===== src/rtl/pac_pkg.sv =====
package pac_pkg;
  localparam int unsigned STAGES  = 9;
  localparam int unsigned CODE_W  = 2;
  localparam int unsigned OUT_W   = STAGES + 1;
  localparam int unsigned LATENCY = 5;

  // cycles by which stage idx (0-based) trails stage 0
  function automatic int unsigned stage_skew(input int unsigned idx);
    return idx / 2;
  endfunction
endpackage


===== src/rtl/pac_stage_align.sv =====
module pac_stage_align #(
  parameter int unsigned W     = 2,
  parameter int unsigned DEPTH = 1
) (
  input  logic         clk_i,
  input  logic         rst_ni,
  input  logic [W-1:0] d_i,
  output logic [W-1:0] q_o
);
  logic [W-1:0] sr_q [DEPTH];

  always_ff @(posedge clk_i or negedge rst_ni) begin
    if (!rst_ni) begin
      for (int k = 0; k < int'(DEPTH); k++) sr_q[k] <= '0;
    end else begin
      sr_q[0] <= d_i;
      for (int k = 1; k < int'(DEPTH); k++) sr_q[k] <= sr_q[k-1];
    end
  end

  assign q_o = sr_q[DEPTH-1];
endmodule


===== src/rtl/pac_overlap_sum.sv =====
module pac_overlap_sum
  import pac_pkg::*;
#(
  parameter int unsigned N_STG = STAGES,
  parameter int unsigned CW    = CODE_W,
  parameter int unsigned OW    = N_STG + 1
) (
  input  logic [N_STG*CW-1:0] codes_i,
  output logic [OW-1:0]       word_o
);
  localparam int unsigned SUM_W = OW + CW;
  localparam logic [SUM_W-1:0] TOP = SUM_W'((1 << OW) - 1);

  logic [SUM_W-1:0] sum;

  // stage 0 carries the largest weight; adjacent weights overlap by one bit
  always_comb begin
    sum = '0;
    for (int i = 0; i < int'(N_STG); i++) begin
      sum = sum + (SUM_W'(codes_i[i*CW +: CW]) << (N_STG - 1 - i));
    end
  end

  assign word_o = (sum > TOP) ? TOP[OW-1:0] : sum[OW-1:0];
endmodule


===== src/rtl/pac_out_stage.sv =====
module pac_out_stage #(
  parameter int unsigned OW      = 10,
  parameter int unsigned BLANK_N = 5
) (
  input  logic          clk_i,
  input  logic          rst_ni,
  input  logic [OW-1:0] word_i,
  input  logic          oe_ni,
  input  logic          pwrdn_i,
  output logic [OW-1:0] data_o,
  output logic          data_oe_o,
  output logic          data_valid_o
);
  localparam int unsigned CNT_W = $clog2(BLANK_N + 1);

  logic [OW-1:0]    data_q;
  logic [CNT_W-1:0] blank_q;
  logic             valid_q;

  always_ff @(posedge clk_i or negedge rst_ni) begin
    if (!rst_ni) begin
      data_q  <= '0;
      blank_q <= CNT_W'(BLANK_N);
      valid_q <= 1'b0;
    end else begin
      data_q  <= pwrdn_i ? '0 : word_i;
      valid_q <= !pwrdn_i && (blank_q == '0);
      if (pwrdn_i)             blank_q <= CNT_W'(BLANK_N);
      else if (blank_q != '0)  blank_q <= blank_q - 1'b1;
    end
  end

  assign data_oe_o    = !oe_ni && !pwrdn_i;
  assign data_o       = data_oe_o ? data_q : '0;
  assign data_valid_o = valid_q && !pwrdn_i;
endmodule


===== src/rtl/pipe_adc_corr.sv =====
module pipe_adc_corr
  import pac_pkg::*;
#(
  parameter int unsigned N_STG = STAGES,
  parameter int unsigned CW    = CODE_W,
  parameter int unsigned LAT   = LATENCY
) (
  input  logic                clk_i,
  input  logic                rst_ni,
  input  logic [N_STG*CW-1:0] stage_code_i,
  input  logic                oe_ni,
  input  logic                pwrdn_i,
  output logic [N_STG:0]      data_o,
  output logic                data_oe_o,
  output logic                data_valid_o
);
  localparam int unsigned OW       = N_STG + 1;
  localparam int unsigned MAX_SKEW = stage_skew(N_STG - 1);
  localparam int unsigned PAD      = LAT - (MAX_SKEW + 1);

  logic [N_STG*CW-1:0] aligned;
  logic [OW-1:0]       word_raw;
  logic [OW-1:0]       word_pad;

  for (genvar g = 0; g < int'(N_STG); g++) begin : g_align
    pac_stage_align #(
      .W    (CW),
      .DEPTH(MAX_SKEW - stage_skew(g) + 1)
    ) u_dly (
      .clk_i (clk_i),
      .rst_ni(rst_ni),
      .d_i   (stage_code_i[g*CW +: CW]),
      .q_o   (aligned[g*CW +: CW])
    );
  end

  pac_overlap_sum #(.N_STG(N_STG), .CW(CW), .OW(OW)) u_sum (
    .codes_i(aligned),
    .word_o (word_raw)
  );

  if (PAD > 0) begin : g_pad
    pac_stage_align #(.W(OW), .DEPTH(PAD)) u_pad (
      .clk_i (clk_i),
      .rst_ni(rst_ni),
      .d_i   (word_raw),
      .q_o   (word_pad)
    );
  end else begin : g_nopad
    assign word_pad = word_raw;
  end

  pac_out_stage #(.OW(OW), .BLANK_N(LAT)) u_out (
    .clk_i       (clk_i),
    .rst_ni      (rst_ni),
    .word_i      (word_pad),
    .oe_ni       (oe_ni),
    .pwrdn_i     (pwrdn_i),
    .data_o      (data_o),
    .data_oe_o   (data_oe_o),
    .data_valid_o(data_valid_o)
  );
endmodule


===== config.mk =====
export PLATFORM = sky130hd
export DESIGN_NAME = pipe_adc_corr
export DESIGN_NICKNAME = d
export VERILOG_FILES = /design/src/rtl/pac_pkg.sv /design/src/rtl/pac_stage_align.sv /design/src/rtl/pac_overlap_sum.sv /design/src/rtl/pac_out_stage.sv /design/src/rtl/pipe_adc_corr.sv
export SDC_FILE = /design/constraint.sdc
export NUM_CORES = 1
export LEC_CHECK = 0
export ABC_AREA = 1
export BUFFER_PORTS_ARGS = -buffer_cell sky130_fd_sc_hd__buf_2
export CAP_MARGIN = 20
export CORE_ASPECT_RATIO = 1.4
export CORE_MARGIN = 8
export CORE_UTILIZATION = 51
export DETAILED_ROUTE_END_ITERATION = 16
export PLACE_DENSITY = 0.72
export SLEW_MARGIN = 20
export SYNTH_ARGS = -nofsm -noshare
export SYNTH_HDL_FRONTEND = slang
export SYNTH_SLANG_ARGS = --single-unit

===== constraint.sdc =====
create_clock -name clk_i -period 2.1 [get_ports clk_i]
set_input_delay 0.42 -clock clk_i [delete_from_list [all_inputs] [get_ports clk_i]]
set_output_delay 0.42 -clock clk_i [all_outputs]
set_load 0.005 [all_outputs]

# Word level (Yosys, flattened, before mapping)
# Index checks and enable logic that the tools add are counted.
[op_classes]
n_reduce_logical = 8
add_sub_neg = 9
magnitude_cmp = 1
muxes = 5
[ops]
columns = ["op", "count"]
rows = [
  ["10-bit two-way mux", 3],
  ["12-bit by 2-bit adder with 12-bit output", 1],
  ["12-bit by 3-bit adder with 12-bit output", 1],
  ["12-bit by 4-bit adder with 12-bit output", 1],
  ["12-bit by 5-bit adder with 12-bit output", 1],
  ["12-bit by 6-bit adder with 12-bit output", 1],
  ["12-bit by 7-bit adder with 12-bit output", 1],
  ["12-bit by 8-bit adder with 12-bit output", 1],
  ["12-bit by 10-bit > comparator with 1-bit output (second input constant)", 1],
  ["10-bit by 9-bit adder with 11-bit output", 1],
  ["3-bit two-way mux", 2],
  ["1-bit logical AND", 3],
  ["3-bit logical NOT", 1],
  ["3-bit nonzero test", 1],
  ["3-bit by 1-bit subtractor with 3-bit output (second input constant)", 1],
  ["1-bit logical NOT", 2],
  ["2-bit nonzero test", 1],
]
[word_totals]
regBits = 72
in_bits = 22
elab_cells = 55

# Depth between registers and ports, before layout
# Gate-level depths: netlist of the first run.
[logic_depth]
depth_word = 11
mapped_depth = 10
ltp_nobuf = 10

# Modules after synthesis
# A second synthesis of the first run with hierarchy kept.
[hier_totals]
hier_cells = 254
hier_area_um2 = 2738.9
[modules_own_cells]
columns = ["mod", "cells_per_inst", "instances", "area_per_inst_um2"]
rows = [
  ["pac_out_stage", 79, 1, 626.9],
  ["pac_overlap_sum", 101, 1, 540.5],
  ["pac_stage_align (g_align[0].u_dly ...)", 12, 2, 265.3],
  ["pac_stage_align (g_align[2].u_dly ...)", 10, 2, 215.2],
  ["pac_stage_align (g_align[4].u_dly ...)", 8, 2, 165.2],
  ["pac_stage_align (g_align[6].u_dly ...)", 6, 2, 115.1],
  ["pac_stage_align (g_align[8].u_dly)", 2, 1, 50.0],
]

# Worst setup path before layout of the first run
# Ideal clock, no wire load.
[synth_timing]
kind = "reg2reg"
start = "reg g_align[7].u_dly.sr_q, in the netlist g_align[7].u_dly.q_o[0]"
end = "reg u_out.data_q[0]"
stages_incl_launch_ff = 11
n_path_buf = 0
arrival_time_ps = 1602
path_slack_ps = 367
cell_sequence = "dfrtp_1 ha_1 fa_1 nand3_1 nand2_1 nand2_1 nand2_1 nand2_1 nand3_4 nor2_1 nor2_1"
[synth_between]
elab_chain_cells = 5
[synth_lines]
columns = ["item", "line_no", "source"]
rows = [
  ["from (decl)", "pac_stage_align.sv:10", "logic [W-1:0] sr_q [DEPTH];"],
  ["12-bit by 3-bit adder with 12-bit output", "pac_overlap_sum.sv:20", "sum = sum + (SUM_W'(codes_i[i*CW +: CW]) << (N_STG - 1 - i));"],
  ["12-bit by 2-bit adder with 12-bit output", "pac_overlap_sum.sv:20", ""],
  ["12-bit by 10-bit > comparator with 1-bit output", "pac_overlap_sum.sv:24", "assign word_o = (sum > TOP) ? TOP[OW-1:0] : sum[OW-1:0];"],
  ["10-bit two-way mux", "pac_overlap_sum.sv:24", ""],
  ["10-bit two-way mux", "pac_out_stage.sv:26", "data_q <= pwrdn_i ? '0 : word_i;"],
  ["to (signal assigned)", "pac_out_stage.sv:26", ""],
  ["to (decl)", "pac_out_stage.sv:16", "logic [OW-1:0] data_q;"],
]
# Every way passes these cells.
# A chain may end at the register's enable or synchronous reset.

# Worst setup path after layout of the first run
[layout_timing]
start = "reg g_align[7].u_dly.sr_q, in the netlist g_align[7].u_dly.q_o[0]"
end = "reg u_out.data_q[7]"
[layout_between]
elab_chain_cells = 5
[layout_lines]
columns = ["item", "line_no"]
rows = [
  ["12-bit by 3-bit adder with 12-bit output *", "pac_overlap_sum.sv:20"],
  ["12-bit by 2-bit adder with 12-bit output *", "pac_overlap_sum.sv:20"],
  ["12-bit by 10-bit > comparator with 1-bit output", "pac_overlap_sum.sv:24"],
  ["10-bit two-way mux *", "pac_overlap_sum.sv:24"],
  ["10-bit two-way mux *", "pac_out_stage.sv:26"],
]
# Every way passes the cells marked *; elsewhere a longest branch is shown, timed or not.

==> results of run 1 <==
==> through the flow <==
stage / util / total power, mW / hold WS, ns
finish: 0.629 / 3.07 / 0.0832
global route: 0.629 / 3.23 / 0.0952
CTS: 0.629 / 3.13 / 0.0906
detailed placement: 0.576 / 1.78 / 0.335
global placement: 0.576 / 1.77 / 0.331
floorplan: - / 1.69 / 0.124
==> sequential cells by signal (all words and copies together) (netlist names) <==
| signal | cells |
|---|---|
| g_align.u_dly.q_o | 18 |
| u_out.blank_q | 3 |
| g_align.u_dly.sr_q | 40 |
| u_out.data_q | 10 |
| u_out.valid_q | 1 |
==> synth_stat cells, drive strengths merged <==
cell type	number
xor2	7
a211oi	1
clkbuf	2
clkinv	1
nand3	6
o21ai	1
a21boi	1
nand2	34
ha	11
fa	1
nand4	1
inv	27
dfstp	2
nor2	40
dfrtp	70
a21oi	3
==> power by group <==
| group | internal [mW] | switching, mW | total (mW) |
|---|---|---|---|
| clock | 0.827 | 0.496 | 1.32 |
| combinational | 0.0993 | 0.148 | 0.248 |
| sequential | 1.48 | 0.0248 | 1.50 |
==> worst register-to-register path, delay by kind of cell, from the launching register on <==
kind          cells  cell delay, ns
fa+ha+maj         2            0.64
flops             1            0.37
simple gates      8            0.75
==> logic make-up (layout without fill, tap and decap cells) <==
| logic type | after synthesis | count (layout) | share of synthesized area |
|---|---|---|---|
| compound gates | 6 | 6 | 0.0140 |
| xor+xnor | 7 | 7 | 0.0244 |
| fa+ha+maj | 12 | 12 | 0.0628 |
| buf+inv | 30 | 78 | 0.0449 |
| flops | 72 | 72 | 0.719 |
| simple gates | 81 | 81 | 0.135 |
==> worst max-delay path by stage <==
stage | end
after CTS | u_out.data_q[0]
after global placement | u_out.data_q[9]
after floorplan | u_out.data_q[0]
after global routing | u_out.data_q[6]
after detailed placement | u_out.data_q[0]
final | u_out.data_q[7]
==> metal layers <==
metal / global-route usage / wire (um) / vias to the layer above
met1: 0.104 / 1310 / 677
met5: 0 / 0 / -
li1: - / - / 710
met2: 0.173 / 1690 / 37
met4: 0.0669 / 93 / 0
met3: 0.0518 / 253 / 11
==> area by class of cell <==
cell class                      count  area, um^2
Clock inverter                      6         116
Sequential cell                    72        1800
Inverter                           28         105
Clock buffer                       10         138
Timing Repair Buffer               34         185
Multi-Input combinational cell    106         593
Tap cell                           64        80.1
Fill cell                         415        1780
==> metrics.csv, run 1 <==
metric,value,unit
path_cells,ha_1 -> fa_1 -> nand3_1 -> nand2_1 -> nand2_1 -> nand2_1 -> nand2_1 -> nand3_4 -> nor2_1 -> nor2_1,
clk_latency,0.34,ns
cp.arrival,2.09,ns
clock_skew,0.00350,ns
ff2ff_path_depth,10,
synth-seq-cells,72,
r2r_setup_slack,0.23,ns
synthCells,208,
max_slew_margin,0.766,
wire_per_inst,10.5,um
cp_num_buf_inv,0,
rows,30,
hold_violations,0,
final_common_cell,dfrtp_1,
cts_hold_buffers,0,
place_congestion,0.771,
power_density,1020,mW/mm^2
path_delay_family,simple AND/OR/NAND/NOR gates,
r2r_end,u_out.data_q[7],
fp.coreArea,0.00480,mm^2
crit_slowest_cell,fa_1,
die_w,75.3,um
ioPinCount,34,
dieHeight,99.0,um
end_kind,flop,
grt_pass1_vias,1477,
synth_cell_types,19,
startpoint_type,flop,
rsz0062_at_grt,false,
preCtsSetupSlack,0.223,ns
critical_path_class,reg -> reg,
nets,285,
post_cts_buffers,0,
grt_max_degree,73,
dp_hpwl,2240,um
ant_nets,0,
grt_first_pass_wirelength,5890,um
drv_slew,0,
cp-startpoint,g_align[7].u_dly.q_o[0],
antennaDiodeCount,0,
yosys.area.top_type,dfrtp_1,
syn2layout_area_growth,20.4,%
clock_path_buffers,2,
cts_sinks,72,
seq_area_frac_synth,0.719,
path_common_cell,nand2_1,
firstDrtPassIters,4,
wirelength,3350,um
synthTopCellsByArea,"dfrtp_1 (70%), nor2_1 (5.8%), ha_1 (5.5%), nand2_1 (5.1%), inv_1 (4.0%)",
vias,1435,
netlist.area_leader.share,0.698,
cp_max_fo,10,
post-route-period-util,0.889,
grt.total_usage,0.107,
finish.instance_area,0.00302,mm^2
max_cap_viol_count,0,
synth_warnings,0,
ir_worst_vdd,738,uV
numCtsBuffers,9,
crit_required,2.32,ns
avgSynthCellArea,12.1,um^2
hp-class,in -> async,
syn_area,0.00251,mm^2
setup_viol,0,
cts_resized,0,
vias_per_cell,4.48,
cts-root-buf,clkbuf_8,
tightest_slew,0.350,ns
overflow,0,
p_leak,1.57,nW
outcome,completed,
reg2reg_from,g_align[7].u_dly.q_o[0],
synth_nets,242,
fmax,536,MHz
mostFrequentLayoutCells,"dfrtp_1 (70), nor2_1 (39), nand2_1 (34), buf_2 (33), inv_1 (27)",
port-buffer-count,33,
drc_errors,0,
drtIter0Drc,44,
initial_utilization,0.522,
cts_tree,yes,
placed_area,0.00277,mm^2
dp.cells,304,
fin_crit,1.87,ns
antenna_found_initial,0,
worst_slack,0.234,ns
finalSetupTns,0,ns
final-instance-count-excl-fill,320,
h-tree-depth,3,
max_stage_delay,0.41,ns
clk_pin_slew,0.07,ns
drive_above_1_share,0.219,
die_area,0.00745,mm^2
path_depth,10,
No activity file was read; power rests on OpenSTA's default activity.
==> run 2: changes to the inputs <==
--- a/config.mk
+++ b/config.mk
@@ -5,14 +5,16 @@
 export SDC_FILE = /design/constraint.sdc
 export NUM_CORES = 1
 export LEC_CHECK = 0
-export ABC_AREA = 1
+export ABC_AREA = 0
 export BUFFER_PORTS_ARGS = -buffer_cell sky130_fd_sc_hd__buf_2
 export CAP_MARGIN = 20
+export CELL_PAD_IN_SITES_DETAIL_PLACEMENT = 2
+export CELL_PAD_IN_SITES_GLOBAL_PLACEMENT = 2
 export CORE_ASPECT_RATIO = 1.4
 export CORE_MARGIN = 8
-export CORE_UTILIZATION = 51
+export CORE_UTILIZATION = 39
 export DETAILED_ROUTE_END_ITERATION = 16
-export PLACE_DENSITY = 0.72
+export PLACE_DENSITY_LB_ADDON = 0.1
 export SLEW_MARGIN = 20
 export SYNTH_ARGS = -nofsm -noshare
 export SYNTH_HDL_FRONTEND = slang
==> metrics.csv, run 2 <==
metric,value,unit,change
ys.flop_type,dfrtp_1,,unchanged
clock_skew,0.00667,ns,was 0.00350 ns
yosys.area.top_type,dfrtp_1,,unchanged
post-route-period-util,1.11,,was 0.889
clock_path_buffers,2,,unchanged
grt.total_usage,0.120,,was 0.107
p_leak,1.46,nW,was 1.57 nW
cp_max_fo,4,,was 10
ff2ff_path_depth,8,,was 10
drv_slew,0,,unchanged
grt_first_pass_wirelength,7950,um,was 5890 um
power_density,979,mW/mm^2,was 1020 mW/mm^2
rsz0062_at_grt,true,,was false
synth_cell_types,33,,was 19
path_delay_family,compound AO/OA/AOI/OAI gates,,was simple AND/OR/NAND/NOR gates
largest_reg_flops,40,,unchanged
fp.coreArea,0.00613,mm^2,was 0.00480 mm^2
clk_latency,0.33,ns,was 0.34 ns
crit_slowest_cell,dfrtp_1,,was fa_1
startpoint_type,flop,,unchanged
cp.arrival,2.52,ns,was 2.09 ns
dp_hpwl,3240,um,was 2240 um
final_common_cell,dfrtp_1,,unchanged
synth_fa_ha_area_frac,0.0648,,was 0.0628
synth_nets,195,,was 242
rows,34,,was 30
dp.cells,266,,was 304
hp-class,in -> async,,unchanged
dieHeight,109,um,was 99.0 um
drive_above_1_share,0.330,,was 0.219
die_w,82.7,um,was 75.3 um
nets,245,,was 285
synthTopCellsByCount,"dfrtp_1 (70), and2_1 (11), ha_1 (11)",,"was dfrtp_1 (70), nor2_1 (39), nand2_1 (34)"
drc_errors,0,,unchanged
worst_slack,-0.221,ns,was 0.234 ns
tightest_slew,0.464,ns,was 0.350 ns
max_cap_viol_count,0,,unchanged
port-buffer-count,33,,unchanged
cp_num_buf_inv,1,,was 0
final-instance-count-excl-fill,287,,was 320
synthArstFlopShare,1.00,,unchanged
fmax,431,MHz,was 536 MHz
fin_crit,2.32,ns,was 1.87 ns
synth.most_common_cell,dfrtp_1,,unchanged
synth_xor_area_frac,0.0144,,was 0.0244
synth_compound_area_frac,0.0895,,was 0.0140
r2r_setup_slack,-0.22,ns,was 0.23 ns
syn2layout_area_growth,24.7,%,was 20.4%
die_area,0.00906,mm^2,was 0.00745 mm^2
max_slew_margin,0.690,,was 0.766
synth_top_family_by_area,compound AO/OA/AOI/OAI gates,,was simple AND/OR/NAND/NOR gates
finalPower,2.97,mW,was 3.07 mW
avgSynthCellArea,15.1,um^2,was 12.1 um^2
numCtsBuffers,9,,unchanged
synth-simple-area-share,0.0669,,was 0.135
grt_pass1_vias,1654,,was 1477
max_stage_delay,0.39,ns,was 0.41 ns
synth_warnings,0,,unchanged
antennaDiodeCount,0,,unchanged
setup_viol,10,,was 0
reg2reg_from,g_align[7].u_dly.q_o[0],,unchanged
cts_hold_buffers,0,,unchanged
wirelength,4770,um,was 3350 um
place_congestion,0.816,,was 0.771
path_cells,ha_2 -> fa_2 -> a211o_1 -> a21oi_2 -> nand4_1 -> buf_4 -> o22ai_4 -> a21oi_1,,was ha_1 -> fa_1 -> nand3_1 -> nand2_1 -> nand2_1 -> nand2_1 -> nand2_1 -> nand3_4 -> nor2_1 -> nor2_1
end_kind,flop,,unchanged
h-tree-depth,3,,unchanged
regMostFlops,g_align.u_dly.sr_q,,unchanged
grt_max_degree,73,,unchanged
ir_worst_vdd,674,uV,was 738 uV
synth.area.mux_share,0.00412,,was 0
ant_nets,0,,unchanged
synthCells,161,,was 208
r2r_end,u_out.data_q[0],,was u_out.data_q[7]
netlist.area_leader.share,0.720,,was 0.698
violations,setup timing,,
initial_utilization,0.397,,was 0.522
syn_area,0.00243,mm^2,was 0.00251 mm^2
synth_edf_count,0,,unchanged
cts-root-buf,clkbuf_8,,unchanged
antenna_found_initial,0,,unchanged
hold_violations,0,,unchanged
drtIter0Drc,30,,was 44
vias_per_cell,4.95,,was 4.48
wire_per_inst,16.6,um,was 10.5 um
mostFrequentLayoutCells,"dfrtp_1 (70), buf_2 (33), and2_1 (11), ha_1 (10), clkbuf_8 (10)",,"was dfrtp_1 (70), nor2_1 (39), nand2_1 (34), buf_2 (33), inv_1 (27)"
crit_required,2.30,ns,was 2.32 ns
clk_pin_slew,0.07,ns,about the same
firstDrtPassIters,3,,was 4
cts_tree,yes,,unchanged
synthTopCellsByArea,"dfrtp_1 (72%), ha_1 (5.7%), and2_1 (2.8%), dfstp_2 (2.2%), inv_1 (1.4%)",,"was dfrtp_1 (70%), nor2_1 (5.8%), ha_1 (5.5%), nand2_1 (5.1%), inv_1 (4.0%)"
seq_area_frac_synth,0.742,,was 0.719
overflow,0,,unchanged
ioPinCount,34,,unchanged
cts_sinks,72,,unchanged
vias,1422,,was 1435
outcome,finished with violations,,was completed
finalSetupTns,-1.74,ns,was 0 ns
critical_path_class,reg -> reg,,unchanged
synth-seq-cells,72,,unchanged
## run 2: cell types whose count changed after synthesis, moves of 6 or more
cell     previous run  this run
nand2_1            34         5
xor2_1              7         1
nor2_1             39         6
inv_1              27         9
and2_1              0        11
## run 2: cells by family after synthesis
family,count (synthesis)
compound gates,29
fa+ha+maj,12
buf+inv,12
simple gates,31
xor+xnor,4
flops,72
mux,1
## run 2: final cells by class
cell class              count  area, um^2
clock buffers              10         138
clock inverters             5        81.3
fillers                   613        3090
inverters                   9        33.8
multi-input cells          77         638
flip-flops and latches     72        1800
well taps                  72        90.1
repair buffers             42         249
## run 2: worst max-delay path by stage
stage	endpoint	slack [ns]	startpoint	cells after the start
after floorplan	u_out.data_q[5]	0.001	g_align[7].u_dly.q_o[0]	7
after global placement	u_out.data_q[5]	-0.009	g_align[7].u_dly.q_o[0]	7
after detailed placement	u_out.data_q[5]	-0.15	g_align[7].u_dly.q_o[0]	7
after CTS	u_out.data_q[6]	-0.18	g_align[8].u_dly.q_o[1]	7
after global routing	u_out.data_q[0]	-0.30	g_align[0].u_dly.q_o[0]	8
final	u_out.data_q[0]	-0.22	g_align[7].u_dly.q_o[0]	8
## run 2: power breakdown
group          internal, mW  switching [mW]
combinational         0.124           0.163
sequential             1.48          0.0307
clock                 0.694           0.476
total                  2.30           0.670
## run 2: per-stage QoR
step | instance area [um^2] | setup slack (ns) | utilization | hold WS (ns)
6_report | 3030 | -0.221 | 0.495 | 0.104
5_1_grt | 3030 | -0.303 | 0.495 | 0.113
4_1_cts | 2970 | -0.179 | 0.484 | 0.0915
3_5_place_dp | 2710 | -0.150 | 0.443 | 0.336
3_3_place_gp | 2710 | -0.00862 | 0.443 | 0.331
2_1_floorplan | 2430 | 0.00126 | - | 0.124
## run 2: metal layers
metal  up-vias  global-route usage  part of all wire
li1        637                   -                 -
met1       729               0.111              0.34
met2        46               0.212              0.56
met3        10              0.0491             0.063
met4         0              0.0668             0.028
met5         -                   0                 0
## run 2: what timing repair did
action	4_1_cts	5_1_grt
pin swaps	9	8
setup buffers	3	4
gates resized for setup	5	7
endpoints found under the setup margin	10	10
## run 2: worst reg2reg max path, stage by stage (launching register included)
cell and delay, ns:
dfrtp_1 0.39, ha_2 0.20, fa_2 0.34, a211o_1 0.31, a21oi_2 0.19, nand4_1 0.22
buf_4 0.22, o22ai_4 0.20, a21oi_1 0.10
